[src/rtl/cmdq_pkg.sv]
package cmdq_pkg;
  localparam int WORD_W     = 64;
  localparam int BEATS      = 4;
  localparam int REC_BYTES  = WORD_W / 8 * BEATS;
  localparam int PAGE_SH    = 12;
  localparam int SZ_FIELD_W = 8;
  localparam int VALID_BIT  = 63;

  localparam logic [1:0] REG_CTRL  = 2'd0;
  localparam logic [1:0] REG_QBASE = 2'd1;
  localparam logic [1:0] REG_WPTR  = 2'd2;
  localparam logic [1:0] REG_RPTR  = 2'd3;

  typedef enum logic [1:0] {F_IDLE, F_REQ, F_WAIT, F_OUT} fetch_st_e;
endpackage

[src/rtl/cmdq_regs.sv]
module cmdq_regs
  import cmdq_pkg::*;
#(
  parameter int ADDR_W = 32,
  parameter int PTR_W  = SZ_FIELD_W + PAGE_SH
) (
  input  logic              clk_i,
  input  logic              rst_ni,
  input  logic              we_i,
  input  logic [1:0]        addr_i,
  input  logic [63:0]       wdata_i,
  output logic [63:0]       rdata_o,
  input  logic              adv_i,
  output logic              en_o,
  output logic              qvalid_o,
  output logic [ADDR_W-1:0] base_o,
  output logic [PTR_W-1:0]  rd_o,
  output logic [PTR_W-1:0]  wr_o,
  output logic              err_o
);
  localparam int SZ_W = PTR_W + 1;

  logic                     en_q, valid_q, err_q;
  logic [SZ_FIELD_W-1:0]    size_q;
  logic [ADDR_W-PAGE_SH-1:0] base_q;
  logic [PTR_W-1:0]         rd_q, wr_q;
  logic [SZ_W-1:0]          qsize, rd_inc;
  logic [PTR_W-1:0]         rd_wrap;
  logic                     wr_bad;

  assign qsize   = (SZ_W'(size_q) + SZ_W'(1)) << PAGE_SH;
  assign rd_inc  = SZ_W'(rd_q) + SZ_W'(REC_BYTES);
  assign rd_wrap = (rd_inc == qsize) ? '0 : rd_inc[PTR_W-1:0];
  assign wr_bad  = (|wdata_i[4:0]) || (wdata_i >= 64'(qsize));

  always_ff @(posedge clk_i or negedge rst_ni) begin
    if (!rst_ni) begin
      en_q    <= 1'b0;
      valid_q <= 1'b0;
      err_q   <= 1'b0;
      size_q  <= '0;
      base_q  <= '0;
      rd_q    <= '0;
      wr_q    <= '0;
    end else begin
      if (adv_i) rd_q <= rd_wrap;
      if (we_i) begin
        unique case (addr_i)
          REG_CTRL: en_q <= wdata_i[0];
          REG_QBASE: begin
            size_q  <= wdata_i[SZ_FIELD_W-1:0];
            base_q  <= wdata_i[ADDR_W-1:PAGE_SH];
            valid_q <= wdata_i[VALID_BIT];
            rd_q    <= '0;
            wr_q    <= '0;
            err_q   <= 1'b0;
          end
          REG_WPTR: begin
            if (wr_bad) err_q <= 1'b1;
            else begin
              wr_q  <= wdata_i[PTR_W-1:0];
              err_q <= 1'b0;
            end
          end
          default: ;
        endcase
      end
    end
  end

  always_comb begin
    rdata_o = '0;
    unique case (addr_i)
      REG_CTRL:  rdata_o[0] = en_q;
      REG_QBASE: begin
        rdata_o[SZ_FIELD_W-1:0]     = size_q;
        rdata_o[ADDR_W-1:PAGE_SH]   = base_q;
        rdata_o[VALID_BIT]          = valid_q;
      end
      REG_WPTR:  rdata_o = 64'(wr_q);
      default:   rdata_o = 64'(rd_q);
    endcase
  end

  assign en_o     = en_q;
  assign qvalid_o = valid_q;
  assign base_o   = {base_q, {PAGE_SH{1'b0}}};
  assign rd_o     = rd_q;
  assign wr_o     = wr_q;
  assign err_o    = err_q;

  AST_NO_PASS_WR: assert property (@(posedge clk_i) disable iff (!rst_ni)
    adv_i |-> rd_q != wr_q);
  AST_RD_IN_RING: assert property (@(posedge clk_i) disable iff (!rst_ni)
    (rd_q[4:0] == 5'd0) && (SZ_W'(rd_q) < qsize));
  AST_BAD_WR_KEPT: assert property (@(posedge clk_i) disable iff (!rst_ni)
    (we_i && addr_i == REG_WPTR && wr_bad) |=> (wr_q == $past(wr_q)) && err_q);
endmodule

[src/rtl/cmdq_fetch.sv]
module cmdq_fetch
  import cmdq_pkg::*;
#(
  parameter int ADDR_W = 32,
  parameter int PTR_W  = SZ_FIELD_W + PAGE_SH
) (
  input  logic                    clk_i,
  input  logic                    rst_ni,
  input  logic                    en_i,
  input  logic                    qvalid_i,
  input  logic                    err_i,
  input  logic [ADDR_W-1:0]       base_i,
  input  logic [PTR_W-1:0]        rd_i,
  input  logic [PTR_W-1:0]        wr_i,
  output logic                    mem_req_o,
  output logic [ADDR_W-1:0]       mem_addr_o,
  input  logic                    mem_rvalid_i,
  input  logic [WORD_W-1:0]       mem_rdata_i,
  output logic                    cmd_valid_o,
  input  logic                    cmd_ready_i,
  output logic [BEATS*WORD_W-1:0] cmd_data_o,
  output logic                    adv_o
);
  localparam int BEAT_W = $clog2(BEATS);

  fetch_st_e         st_q;
  logic [BEAT_W-1:0] beat_q;
  logic [WORD_W-1:0] words_q [BEATS];
  logic              go;

  assign go = en_i && qvalid_i && !err_i && (rd_i != wr_i);

  always_ff @(posedge clk_i or negedge rst_ni) begin
    if (!rst_ni) begin
      st_q   <= F_IDLE;
      beat_q <= '0;
      for (int i = 0; i < BEATS; i++) words_q[i] <= '0;
    end else begin
      unique case (st_q)
        F_IDLE: if (go) begin
          st_q   <= F_REQ;
          beat_q <= '0;
        end
        F_REQ: st_q <= F_WAIT;
        F_WAIT: if (mem_rvalid_i) begin
          words_q[beat_q] <= mem_rdata_i;
          if (beat_q == BEAT_W'(BEATS - 1)) st_q <= F_OUT;
          else begin
            beat_q <= beat_q + BEAT_W'(1);
            st_q   <= F_REQ;
          end
        end
        F_OUT: if (cmd_ready_i) st_q <= F_IDLE;
        default: st_q <= F_IDLE;
      endcase
    end
  end

  assign mem_req_o   = (st_q == F_REQ);
  assign mem_addr_o  = base_i + ADDR_W'(rd_i) + ADDR_W'({beat_q, 3'b000});
  assign cmd_valid_o = (st_q == F_OUT);
  assign adv_o       = cmd_valid_o && cmd_ready_i;

  for (genvar g = 0; g < BEATS; g++) begin : g_pack
    assign cmd_data_o[g*WORD_W +: WORD_W] = words_q[g];
  end

  AST_START_GATED: assert property (@(posedge clk_i) disable iff (!rst_ni)
    (mem_req_o && beat_q == '0) |-> $past(en_i && qvalid_i && !err_i && rd_i != wr_i));
  AST_ONE_OUTSTANDING: assert property (@(posedge clk_i) disable iff (!rst_ni)
    mem_req_o |=> !mem_req_o);
  AST_HOLD_STALLED: assert property (@(posedge clk_i) disable iff (!rst_ni)
    (cmd_valid_o && !cmd_ready_i) |=> cmd_valid_o && $stable(cmd_data_o));
  AST_ERR_HALTS: assert property (@(posedge clk_i) disable iff (!rst_ni)
    (st_q == F_IDLE && err_i) |=> !mem_req_o);
endmodule

[src/rtl/cmdq_engine.sv]
module cmdq_engine
  import cmdq_pkg::*;
#(
  parameter int ADDR_W = 32
) (
  input  logic                    clk_i,
  input  logic                    rst_ni,
  input  logic                    reg_we_i,
  input  logic [1:0]              reg_addr_i,
  input  logic [63:0]             reg_wdata_i,
  output logic [63:0]             reg_rdata_o,
  output logic                    mem_req_o,
  output logic [ADDR_W-1:0]       mem_addr_o,
  input  logic                    mem_rvalid_i,
  input  logic [WORD_W-1:0]       mem_rdata_i,
  output logic                    cmd_valid_o,
  input  logic                    cmd_ready_i,
  output logic [BEATS*WORD_W-1:0] cmd_data_o,
  output logic                    err_o
);
  localparam int PTR_W = SZ_FIELD_W + PAGE_SH;

  logic              en, qvalid, err, adv;
  logic [ADDR_W-1:0] base;
  logic [PTR_W-1:0]  rd, wr;

  cmdq_regs #(.ADDR_W(ADDR_W), .PTR_W(PTR_W)) u_regs (
    .clk_i    (clk_i),
    .rst_ni   (rst_ni),
    .we_i     (reg_we_i),
    .addr_i   (reg_addr_i),
    .wdata_i  (reg_wdata_i),
    .rdata_o  (reg_rdata_o),
    .adv_i    (adv),
    .en_o     (en),
    .qvalid_o (qvalid),
    .base_o   (base),
    .rd_o     (rd),
    .wr_o     (wr),
    .err_o    (err)
  );

  cmdq_fetch #(.ADDR_W(ADDR_W), .PTR_W(PTR_W)) u_fetch (
    .clk_i        (clk_i),
    .rst_ni       (rst_ni),
    .en_i         (en),
    .qvalid_i     (qvalid),
    .err_i        (err),
    .base_i       (base),
    .rd_i         (rd),
    .wr_i         (wr),
    .mem_req_o    (mem_req_o),
    .mem_addr_o   (mem_addr_o),
    .mem_rvalid_i (mem_rvalid_i),
    .mem_rdata_i  (mem_rdata_i),
    .cmd_valid_o  (cmd_valid_o),
    .cmd_ready_i  (cmd_ready_i),
    .cmd_data_o   (cmd_data_o),
    .adv_o        (adv)
  );

  assign err_o = err;
endmodule

[config.mk]
export PLATFORM = sky130hd
export DESIGN_NAME = cmdq_engine
export DESIGN_NICKNAME = d
export VERILOG_FILES = /design/src/rtl/cmdq_pkg.sv /design/src/rtl/cmdq_regs.sv /design/src/rtl/cmdq_fetch.sv /design/src/rtl/cmdq_engine.sv
export SDC_FILE = /design/constraint.sdc
export NUM_CORES = 1
export LEC_CHECK = 0
export BUFFER_PORTS_ARGS = -buffer_cell sky130_fd_sc_hd__buf_2
export CORE_ASPECT_RATIO = 0.7
export CORE_MARGIN = 2
export CORE_UTILIZATION = 25
export CTS_CLUSTER_SIZE = 24
export DETAILED_ROUTE_END_ITERATION = 12
export GPL_ROUTABILITY_DRIVEN = 0
export SLEW_MARGIN = 20
export SYNTH_ARGS = -nofsm -noshare
export SYNTH_HDL_FRONTEND = slang
export SYNTH_SLANG_ARGS = --single-unit
[constraint.sdc]
create_clock -name clk_i -period 3.6 [get_ports clk_i]
set_input_delay 0.18 -clock clk_i [delete_from_list [all_inputs] [get_ports clk_i]]
set_output_delay 0.18 -clock clk_i [all_outputs]
set_load 0.1 [all_outputs]
== After elaboration in Yosys (flattened, before gate mapping) ==
Cells that the tools add are included.

* Magnitude comparators: 3
* Equality and inequality tests: 13
* Mux-type cells: 25
* Add/subtract/negate cells: 5
* Bitwise logic cells: 1
* Reductions and logical operators: 20

{| class="wikitable"
|+ Operator list
! kind !! number
|-
| $bwmux 256 || 1
|-
| $demux 64 s2 || 1
|-
| $mux 20 || 5
|-
| $ge 64x21->1 || 1
|-
| $mux 64 || 1
|-
| $pmux 20 s3 || 1
|-
| $pmux 20 s2 || 1
|-
| $add 32x20->32 || 1
|-
| $add 32x5->32 || 1
|-
| $add 20x6->21 const B || 1
|-
| $eq 21x21->1 || 1
|-
| $pmux 7 s3 || 1
|-
| $ne 20x20->1 || 1
|-
| $mux 2 || 7
|-
| $add 8x1->9 const B || 1
|-
| $eq 2x2->1 const B || 4
|-
| $ne 2x2->1 const B || 4
|-
| $pmux 2 s4 || 1
|-
| $pmux 4 s2 || 1
|-
| $reduce_and 2->1 || 4
|-
| $reduce_and 3->1 || 2
|-
| $logic_and 1x1->1 || 5
|-
| $reduce_or 5->1 || 1
|-
| $eq 2x1->1 const B || 2
|-
| other kinds (15) || 18
|}

* Register bits after elaboration: 331
* Input bits: 135
* Word-level logic and storage cells: 80
* Output and inout bits: 355

== Logic depth before layout (Yosys ltp) ==
Gate-level depths: netlist of run 1.

* Depth after elaboration: 6
* Gate-level depth with buffers: 12
* Gate-level depth less buffers: 11

== Modules after synthesis ==
Synthesis of run 1 repeated with hierarchy kept, for this count alone.

* Cell total of the unflattened synthesis: 1342
* Area total of the unflattened synthesis: 16067.9 µm²

{| class="wikitable"
|+ By module, submodules not included
! module !! cells each !! area an instance (µm²) !! sequential area each (µm²) !! instances
|-
| cmdq_fetch || 787 || 11437.2 || 6506.2 || 1
|-
| cmdq_regs || 555 || 4630.7 || 1776.7 || 1
|}

== Least setup slack after synthesis of run 1 ==
No wires, ideal clock.

* Kind: reg-to-output
* Start point: reg u_regs.rd_q[3], in the netlist u_regs.rd_o[3]
* End point: out mem_addr_o[21]
* Buffers on the path: 0
* Arrival time: 3.632 ns
* Setup slack: -0.212 ns
* Required time: 3.420 ns
* Stages on the path, launching flop included: 10
* Cells stage by stage: dfrtp_1 > ha_1 > inv_1 > fa_1 > o41ai_2 > a21oi_1 > o21ai_2 > a2111oi_4 > nor3b_1 > xor2_1

* Longest elaborated chain between the ends: 2

{| class="wikitable"
|+ Ends and longest elaborated chain
! element !! RTL line !! source
|-
| start, declared || cmdq_regs.sv:26 || <nowiki>logic [PTR_W-1:0] rd_q, wr_q;</nowiki>
|-
| start signal, assigned || cmdq_regs.sv:46 || <nowiki>if (adv_i) rd_q <= rd_wrap;</nowiki>
|-
| $add 32x20->32 || cmdq_fetch.sv:60 || <nowiki>assign mem_addr_o = base_i + ADDR_W'(rd_i) + ADDR_W'({beat_q, 3'b000});</nowiki>
|-
| $add 32x5->32 || cmdq_fetch.sv:60 ||
|-
| end, declared || cmdq_engine.sv:13 || <nowiki>output logic [ADDR_W-1:0] mem_addr_o,</nowiki>
|}

Every way passes these cells.

== Worst setup path in the final report of run 1 ==
* Start point: reg u_fetch.beat_q[0]
* End point: out mem_addr_o[21]

* Longest elaborated chain between the ends: 1

{| class="wikitable"
|+ Ends and longest elaborated chain
! element !! RTL line !! source
|-
| start, declared || cmdq_fetch.sv:27 || <nowiki>logic [BEAT_W-1:0] beat_q;</nowiki>
|-
| start signal, assigned || cmdq_fetch.sv:49 || <nowiki>beat_q <= beat_q + BEAT_W'(1);</nowiki>
|-
| $add 32x5->32 || cmdq_fetch.sv:60 ||
|}

Every way passes these cells.

==> out/metrics.csv, run 1 <==
metric,value,unit
unrepaired setup endpoints after global routing,true,
Worst-path clk slew,0.06,ns
worst r2r path cells,11,
hold slack,0.0500,ns
initial core utilization,25.2,%
dpl hpwl,36.4,mm
vias,12000,
initial antenna violation count,0,
first-pass GRT wire length,75.2,mm
routed length per placed instance,19.2,um
Hold WC Path Type,in2reg,
core area,61200,um2
commonest cells in the netlist,"331 x dfrtp_1, 258 x mux2_2, 134 x nand2_1",
Final Non-Filler Cells,2636,
Avg Inst Size Synth,12.4,um2
CTS tree,yes,
Clock Skews,0.0106,ns
PortBufs,458,
GR Util All Layers,15.3,%
maximum achievable frequency,286,MHz
actual slew at the worst max-slew pin,1.08,ns
final setup violating endpoints,0,
"Seq/Total Area, Yosys",53.7,%
CTS Buf Count,37,
Synth warnings,0,
Critical Path AT,3.32,ns
status,"finished, final reports clean",
total of max-cap violations,0,
TritonRoute pass-1 iters,5,
"Slew Viols, Final",0,
worst setup path class,reg2out,
Rows,76,
Final nets,1955,
Startpoint Class,flip-flop,
number of global-route vias before repair,12400,
clk buf depth,3,
share of Yosys cell area claimed by the top area cell type,53.7,%
"count leader, synth",dfrtp_1,
GR Overflow Total,0,
synth unique cells,66,
Layout area overhead,36.0,%
Worst Min Path Start,mem_rdata_i[0],
Post-route DRC,0,
Clock Latency Late Sink,0.55,ns
Synth area leaders,"dfrtp_1 54%, mux2_2 19%, nand2_1 3.3%, xnor2_1 3.0%, ha_1 2.4%",
CP Capture Point,mem_addr_o[21],
fraction of layout cells with a size suffix above 1,46.7,%
reg2reg start,u_regs.size_q[0],
number of I/O pins,490,
reg2reg setup slack,0.20,ns
drt first-iter violations,859,
"Top FF cell, synth",dfrtp_1,
Slew headroom,27.7,%
CP Capture Type,output pin,
Post-synth EDFFs,0,
clk sinks,331,
CP startpoint,u_fetch.beat_q[0],
Die Footprint,63700,um2
Fin. Hold Viols,0,
Syn Inst Count,1248,
pin count of the biggest net entering global routing,93,
Routed WL,50.7,mm
synthesized area,15400,um2
vias per inst,4.57,
Crit path required time,3.42,ns
dpl cells,2473,
Period minus WS final,3.50,ns
n_diodes,0,
"flops & latches, synth",331,
reg2reg end,u_regs.wr_o[15],
Final ANT Viol Nets,0,
Root Buffer,clkbuf_16,
leading area contributor after synthesis,dfrtp_1,
Die Height,212,um
Crit Path Max Fanout,6,
Tcrit/Tclk final,97.1,%
Max H-tree Level,2,
Async SR Flop Fraction,100,%
Die Width,301,um
## cells in the final DEF (no fill, tap or decap), types with 6 or more instances in the layout
| cell | n |
|---|---|
| nor4_1 | 13 |
| o21ai_1 | 15 |
| clkbuf_16 | 37 |
| xor2_1 | 22 |
| ha_1 | 28 |
| xor2_2 | 6 |
| a22oi_1 | 13 |
| mux2i_1 | 11 |
| a21oi_1 | 12 |
| nor2b_1 | 10 |
| inv_1 | 26 |
| clkbuf_8 | 6 |
| dlygate4sd3_1 | 94 |
| and2_1 | 15 |
| a22o_1 | 12 |
| o21ai_0 | 10 |
| nand3_1 | 15 |
| nor2_1 | 29 |
| a21o_1 | 7 |
| conb_1 | 31 |
| a221o_1 | 8 |
| nor3_2 | 15 |
| dfrtp_1 | 329 |
| mux2_2 | 258 |
| nand2_1 | 130 |
| nand4_1 | 16 |
| buf_4 | 17 |
| nor3_1 | 10 |
| xnor2_1 | 50 |
| buf_2 | 450 |
| buf_12 | 12 |
| and3_1 | 17 |
## routing by layer
| metal | GRT usage (%) | share of wire (%) | vias to the layer above | routed length (um) |
|---|---|---|---|---|
| li1 | - | - | 5396 | - |
| met1 | 20.7 | 43 | 6140 | 22000 |
| met2 | 23.5 | 46 | 410 | 23500 |
| met3 | 4.30 | 7.6 | 90 | 3840 |
| met4 | 5.04 | 2.7 | 0 | 1350 |
| met5 | 0 | 0 | - | 0 |
## timing repair
action                                  in CTS  in global routing
gates resized for setup                     10                  4
hold endpoints to repair                   372                  0
pin swaps                                    5                  4
gates cloned                                 0                  0
hold buffers                                94                  0
endpoints found under the setup margin       7                  8
buffers inserted                             1                  2
## critical path, cell delays in order (launching register included)
cell	delay [ns]
dfrtp_1	0.40
ha_1	0.21
inv_1	0.07
fa_2	0.42
o41ai_4	0.40
a21oi_2	0.12
o21ai_2	0.20
a2111oi_4	0.09
buf_4	0.20
nor3b_4	0.24
xor2_2	0.21
buf_12	0.20
## metrics by stage
stage,worst slack (ns),util [%],TNS (ns),area [um2]
6_report,0.103,34.3,0,21000
5_1_grt,-0.0185,34.3,-0.0288,21000
4_1_cts,0.0209,34.2,0,21000
3_5_place_dp,0.289,30.5,0,18700
3_3_place_gp,0.444,30.5,0,18700
2_1_floorplan,0.149,-,0,15600
## registers in the layout, indices dropped and copies added, names as in the netlist
register,flops
u_fetch.cmd_data_o,256
u_regs.rd_o,20
u_regs.size_q,8
u_fetch.beat_q,2
u_regs.wr_o,20
u_fetch.st_q,2
u_regs.en_o,1
u_regs.base_q,20
u_regs.qvalid_o,1
u_regs.err_o,1
## kinds of logic (layout without fill, tap and decap cells)
group / Yosys count / count (layout) / synth area share [%]
AND/OR/NAND/NOR: 302 / 302 / 9.95
adder cells (fa/ha/maj): 30 / 30 / 2.48
XOR/XNOR: 81 / 81 / 4.74
buffers and inverters: 128 / 667 / 4.34
AO/OA/AOI/OAI: 105 / 105 / 5.09
other: 1 / 31 / 0.0243
flip-flops: 331 / 331 / 53.7
multiplexers: 270 / 270 / 19.7
## cell type report
class	instances	area, um2
clock inverter	20	246
timing repair buffer	575	3580
sequential	331	8290
clock buffer	46	1020
fill	6126	40300
tap	819	1020
multi-input combinational	819	6730
inverter	26	97.6
## how the worst min path moves through the flow
stage | cells past startpoint | endpoint
finish | 2 | u_fetch.cmd_data_o[0]
CTS | 3 | u_fetch.st_q[0]
detailed placement | 1 | u_regs.base_q[18]
global placement | 1 | u_regs.base_q[17]
global route | 3 | u_fetch.st_q[0]
floorplan | 0 | u_fetch.beat_q[0]
Power of run 1 is not shown: default switching activity piles up to over one toggle a cycle in this logic, so the estimate is an artifact.
==> run 2, diff against run 1 <==
--- a/config.mk
+++ b/config.mk
@@ -8,7 +8,7 @@
 export BUFFER_PORTS_ARGS = -buffer_cell sky130_fd_sc_hd__buf_2
 export CORE_ASPECT_RATIO = 0.7
 export CORE_MARGIN = 2
-export CORE_UTILIZATION = 25
+export CORE_UTILIZATION = 37
 export CTS_CLUSTER_SIZE = 24
 export DETAILED_ROUTE_END_ITERATION = 12
 export GPL_ROUTABILITY_DRIVEN = 0
==> out/metrics.csv, run 2 (synthesized netlist as in run 1, its figures left out) <==
metric,value,unit
status,"finished, final reports clean",
worst r2r path cells,12,
Slew headroom,8.05,%
dpl hpwl,34.5,mm
Worst-path clk slew,0.06,ns
GR Util All Layers,21.6,%
Hold WC Path Type,in2reg,
drt first-iter violations,641,
initial antenna violation count,3,
number of I/O pins,490,
Final ANT Viol Nets,0,
reg2reg start,u_regs.size_q[0],
CTS Buf Count,36,
Crit path required time,3.42,ns
initial core utilization,37.6,%
routed length per placed instance,20.2,um
first-pass GRT wire length,71.9,mm
vias,11900,
Die Width,248,um
actual slew at the worst max-slew pin,1.38,ns
Final nets,1960,
CP Capture Type,output pin,
worst setup path class,reg2out,
pin count of the biggest net entering global routing,108,
Crit Path Max Fanout,8,
Startpoint Class,flip-flop,
Min-Delay Endpoint,u_fetch.st_q[1],
number of global-route vias before repair,12000,
maximum achievable frequency,283,MHz
GR Overflow Total,0,
reg2reg end,u_regs.wr_o[9],
Crit-path slowest cell,a21oi_1,
Period minus WS final,3.53,ns
Fin. Hold Viols,0,
"commonest non-fill, non-tap cell in the layout",buf_2,
fraction of layout cells with a size suffix above 1,46.6,%
final setup violating endpoints,0,
Die Height,175,um
vias per inst,5.06,
max reg flops,256,
clk sinks,331,
total of max-cap violations,0,
Worst Min Path Start,mem_rvalid_i,
"Slew Viols, Final",0,
critical path's largest stage delay,1.06,ns
Max H-tree Level,2,
Tcrit/Tclk final,98.0,%
Root Buffer,clkbuf_16,
Final Util,50.3,%
PortBufs,458,
core area,41000,um2
unrepaired setup endpoints after global routing,true,
Die Footprint,43400,um2
Critical Path AT,3.35,ns
hold path cells,4,
clk buf depth,3,
TritonRoute pass-1 iters,5,
Routed WL,47.8,mm
Layout area overhead,33.8,%
most frequent cells in the layout,"450 x buf_2, 327 x dfrtp_1, 258 x mux2_2",
reg2reg setup slack,0.46,ns
Post-route DRC,0,
Clock Latency Late Sink,0.52,ns
Rows,62,
CP startpoint,u_regs.rd_o[18],
Clock Skews,0.0182,ns
CTS tree,yes,
CP cell instances,buf_4 > ha_1 > or2_2 > a21oi_1 > nor3_2 > xnor2_2 > buf_12,
==> run 2: how the worst max path moves through the flow <==
stage | end | slack, ns | cells past startpoint
floorplan | mem_addr_o[17] | 0.15 | 7
global placement | mem_addr_o[21] | 0.41 | 10
detailed placement | mem_addr_o[29] | 0.34 | 10
CTS | mem_addr_o[29] | 0.02 | 10
global route | mem_addr_o[29] | -0.04 | 11
finish | mem_addr_o[23] | 0.07 | 7
==> run 2: routing by layer <==
metal | share of wire [%] | up-vias | routed length, um | global-route usage [%]
met5 | 0.054 | - | 26 | 0
met4 | 3.6 | 4 | 1720 | 7.61
met3 | 7.0 | 102 | 3350 | 5.18
met2 | 47 | 433 | 22200 | 34.3
met1 | 43 | 6023 | 20400 | 28.8
li1 | - | 5387 | - | -
==> run 2: cell type report <==
cell class / count / area [um2]
fill: 3685 / 20400
sequential: 331 / 8290
multi-input combinational: 819 / 6740
timing repair buffer: 581 / 3660
clock buffer: 49 / 990
tap: 544 / 681
clock inverter: 12 / 181
inverter: 26 / 97.6
antenna: 1 / 2.50
==> run 2: timing repair <==
item / 4_1_cts / 5_1_grt
hold endpoints to repair: 386 / 0
hold buffers: 93 / 0
resized for setup: 11 / 6
pin swaps: 3 / 4
buffers inserted: 3 / 5
setup endpoints to repair: 7 / 7
==> run 2: critical path, delay by kind of cell, from the launching register on <==
kind	cells	cell delay, ns
simple gates	2	0.41
buf+inv	2	0.38
flops	1	0.37
xor+xnor	1	0.25
compound gates	1	1.06
fa+ha+maj	1	0.34
==> run 2: through the flow <==
stage	setup TNS, ns	instance area (um2)	instances	hold WS [ns]	setup slack (ns)
after floorplan	0	15600	1278	-0.116	0.149
after global placement	0	18400	2200	0.316	0.411
after detailed placement	0	18400	2200	0.317	0.335
after CTS	0	20600	2357	0.00234	0.0238
after global routing	-0.0758	20600	2362	0.0533	-0.0418
final	0	20600	2363	0.0225	0.0723
Power of run 2 is left out for the same reason.
==> run 3, diff against run 2 <==
--- a/config.mk
+++ b/config.mk
@@ -9,6 +9,7 @@
 export CORE_ASPECT_RATIO = 0.7
 export CORE_MARGIN = 2
 export CORE_UTILIZATION = 37
+export CTS_BUF_LIST = sky130_fd_sc_hd__clkbuf_16
 export CTS_CLUSTER_SIZE = 24
 export DETAILED_ROUTE_END_ITERATION = 12
 export GPL_ROUTABILITY_DRIVEN = 0
==> constraint.sdc (replaced) <==
create_clock -name clk_i -period 4.1 [get_ports clk_i]
set_input_delay 0.205 -clock clk_i [delete_from_list [all_inputs] [get_ports clk_i]]
set_output_delay 0.205 -clock clk_i [all_outputs]
set_load 0.1 [all_outputs]
==> out/metrics.csv, run 3 (synthesized netlist as in run 1, its figures left out) <==
metric,value,unit
routed length per placed instance,19.9,um
most frequent cells in the layout,"452 x buf_2, 331 x dfrtp_1, 258 x mux2_2",
CTS tree,yes,
Die Height,175,um
core area,41000,um2
dpl cells,2194,
CP cell instances,ha_1 > inv_1 > fa_1 > o41ai_4 > a21oi_1 > o21ai_2 > a2111oi_4 > nor3_1 > xnor2_1 > clkbuf_4,
CTS Buf Count,35,
reg2reg end,u_regs.wr_o[4],
Final nets,1945,
WP depth,10,
WP buf/inv,2,
PortBufs,458,
worst r2r path cells,12,
total of max-cap violations,0,
CP Capture Type,output pin,
Final ANT Viol Nets,0,
Layout area overhead,30.7,%
Fin. Hold Viols,0,
critical path's largest stage delay,0.52,ns
reg2reg start,u_regs.size_q[0],
Slew headroom,29.3,%
Crit Path Max Fanout,6,
max reg flops,256,
Clock Skews,0.0188,ns
GR Util All Layers,21.1,%
clk sinks,331,
Final Cell Area,20200,um2
dpl hpwl,33.9,mm
Post-CTS Repair Setup Buffers,0,
"Slew Viols, Final",0,
vias,11900,
Area after DPL,18100,um2
Worst-path clk slew,0.06,ns
final setup violating endpoints,0,
critical path's top delay family,compound AO/OA/AOI/OAI gates,
pin count of the biggest net entering global routing,102,
number of global-route vias before repair,11600,
number of I/O pins,490,
first-pass GRT wire length,70.8,mm
routed wl met3,2.73,mm
maximum achievable frequency,258,MHz
DR WL met2,22.0,mm
Die Width,248,um
CP startpoint,u_regs.rd_o[3],
Top Metal Used,met4,
actual slew at the worst max-slew pin,1.06,ns
initial antenna violation count,1,
TritonRoute pass-1 iters,5,
drt first-iter violations,817,
initial core utilization,37.6,%
Max H-tree Level,2,
Period minus WS final,3.88,ns
clk buf depth,3,
Startpoint Class,flip-flop,
Routed WL,46.8,mm
Hold WC Path Type,in2reg,
worst setup path class,reg2out,
Critical Path AT,3.67,ns
met1 wire length,20.6,mm
Die Footprint,43400,um2
CP Capture Point,mem_addr_o[23],
Final Non-Filler Cells,2348,
Post-route DRC,0,
"commonest non-fill, non-tap cell in the layout",buf_2,
GR Overflow Total,0,
Crit-path slowest cell,fa_1,
reg2reg setup slack,0.88,ns
fraction of layout cells with a size suffix above 1,44.7,%
vias per inst,5.06,
Tcrit/Tclk final,94.5,%
Clock Latency Late Sink,0.52,ns
Rows,62,
Root Buffer,clkbuf_16,
Crit path required time,3.89,ns
status,"finished, final reports clean",
[run 3: changes by cell type in the layout (fill, tap and decap cells not counted), sizes merged]
cell      before  now
inv           27   38
clkinvlp       1    0
clkbuf        50   40
clkinv         6    9
bufinv         4    3
buf          487  470
[run 3: final cells by class]
class                           count  area [um2]
Clock inverter                     24         190
Clock buffer                       36         901
Antenna cell                        1        2.50
Multi-Input combinational cell    819        6610
Tap cell                          544         681
Timing Repair Buffer              567        3390
Fill cell                        3690       20900
Sequential cell                   331        8280
Inverter                           26        97.6
[run 3: through the flow]
| stage | TNS [ns] | util (%) | hold slack, ns | setup slack, ns |
|---|---|---|---|---|
| 6_report | 0 | 49.1 | 0.0390 | 0.224 |
| 5_1_grt | -0.0110 | 49.1 | 0.0464 | -0.0110 |
| 4_1_cts | 0 | 49.1 | 0.00816 | 0.115 |
| 3_5_place_dp | 0 | 44.1 | 0.316 | 0.527 |
| 3_3_place_gp | 0 | 44.1 | 0.310 | 0.632 |
| 2_1_floorplan | 0 | - | -0.0906 | 0.263 |
[run 3: per-layer routing]
layer | vias up | track usage [%]
li1 | 5368 | -
met1 | 6031 | 29.2
met2 | 395 | 33.4
met3 | 82 | 4.18
met4 | 0 | 6.44
met5 | - | 0
[run 3: worst min path at each step]
| stage | from | to | depth (start not counted) |
|---|---|---|---|
| after global routing | mem_rvalid_i | u_fetch.st_q[1] | 4 |
| after global placement | rst_ni | u_fetch.cmd_data_o[18] | 1 |
| after detailed placement | rst_ni | u_fetch.cmd_data_o[146] | 1 |
| final | mem_rvalid_i | u_fetch.st_q[1] | 4 |
| after floorplan | rst_ni | u_fetch.beat_q[0] | 0 |
| after CTS | mem_rvalid_i | u_fetch.st_q[1] | 4 |
[run 3: what timing repair did]
item                                    4_1_cts  5_1_grt
hold buffers                                 93        0
resized for setup                             1        6
pin swaps                                     0        1
endpoints found under the hold margin       382        0
endpoints found under the setup margin        6        5
[run 3: worst reg2reg max path: cells and delay by family (launching register included)]
| family | cells | cell delay (ns) |
|---|---|---|
| AOI/OAI and AO/OA | 3 | 0.54 |
| adders and majority gates | 2 | 0.47 |
| buffers and inverters | 2 | 0.35 |
| DFF | 1 | 0.54 |
| muxes | 1 | 0.25 |
| and+or+nand+nor | 4 | 0.91 |
Power of run 3 is left out for the same reason.
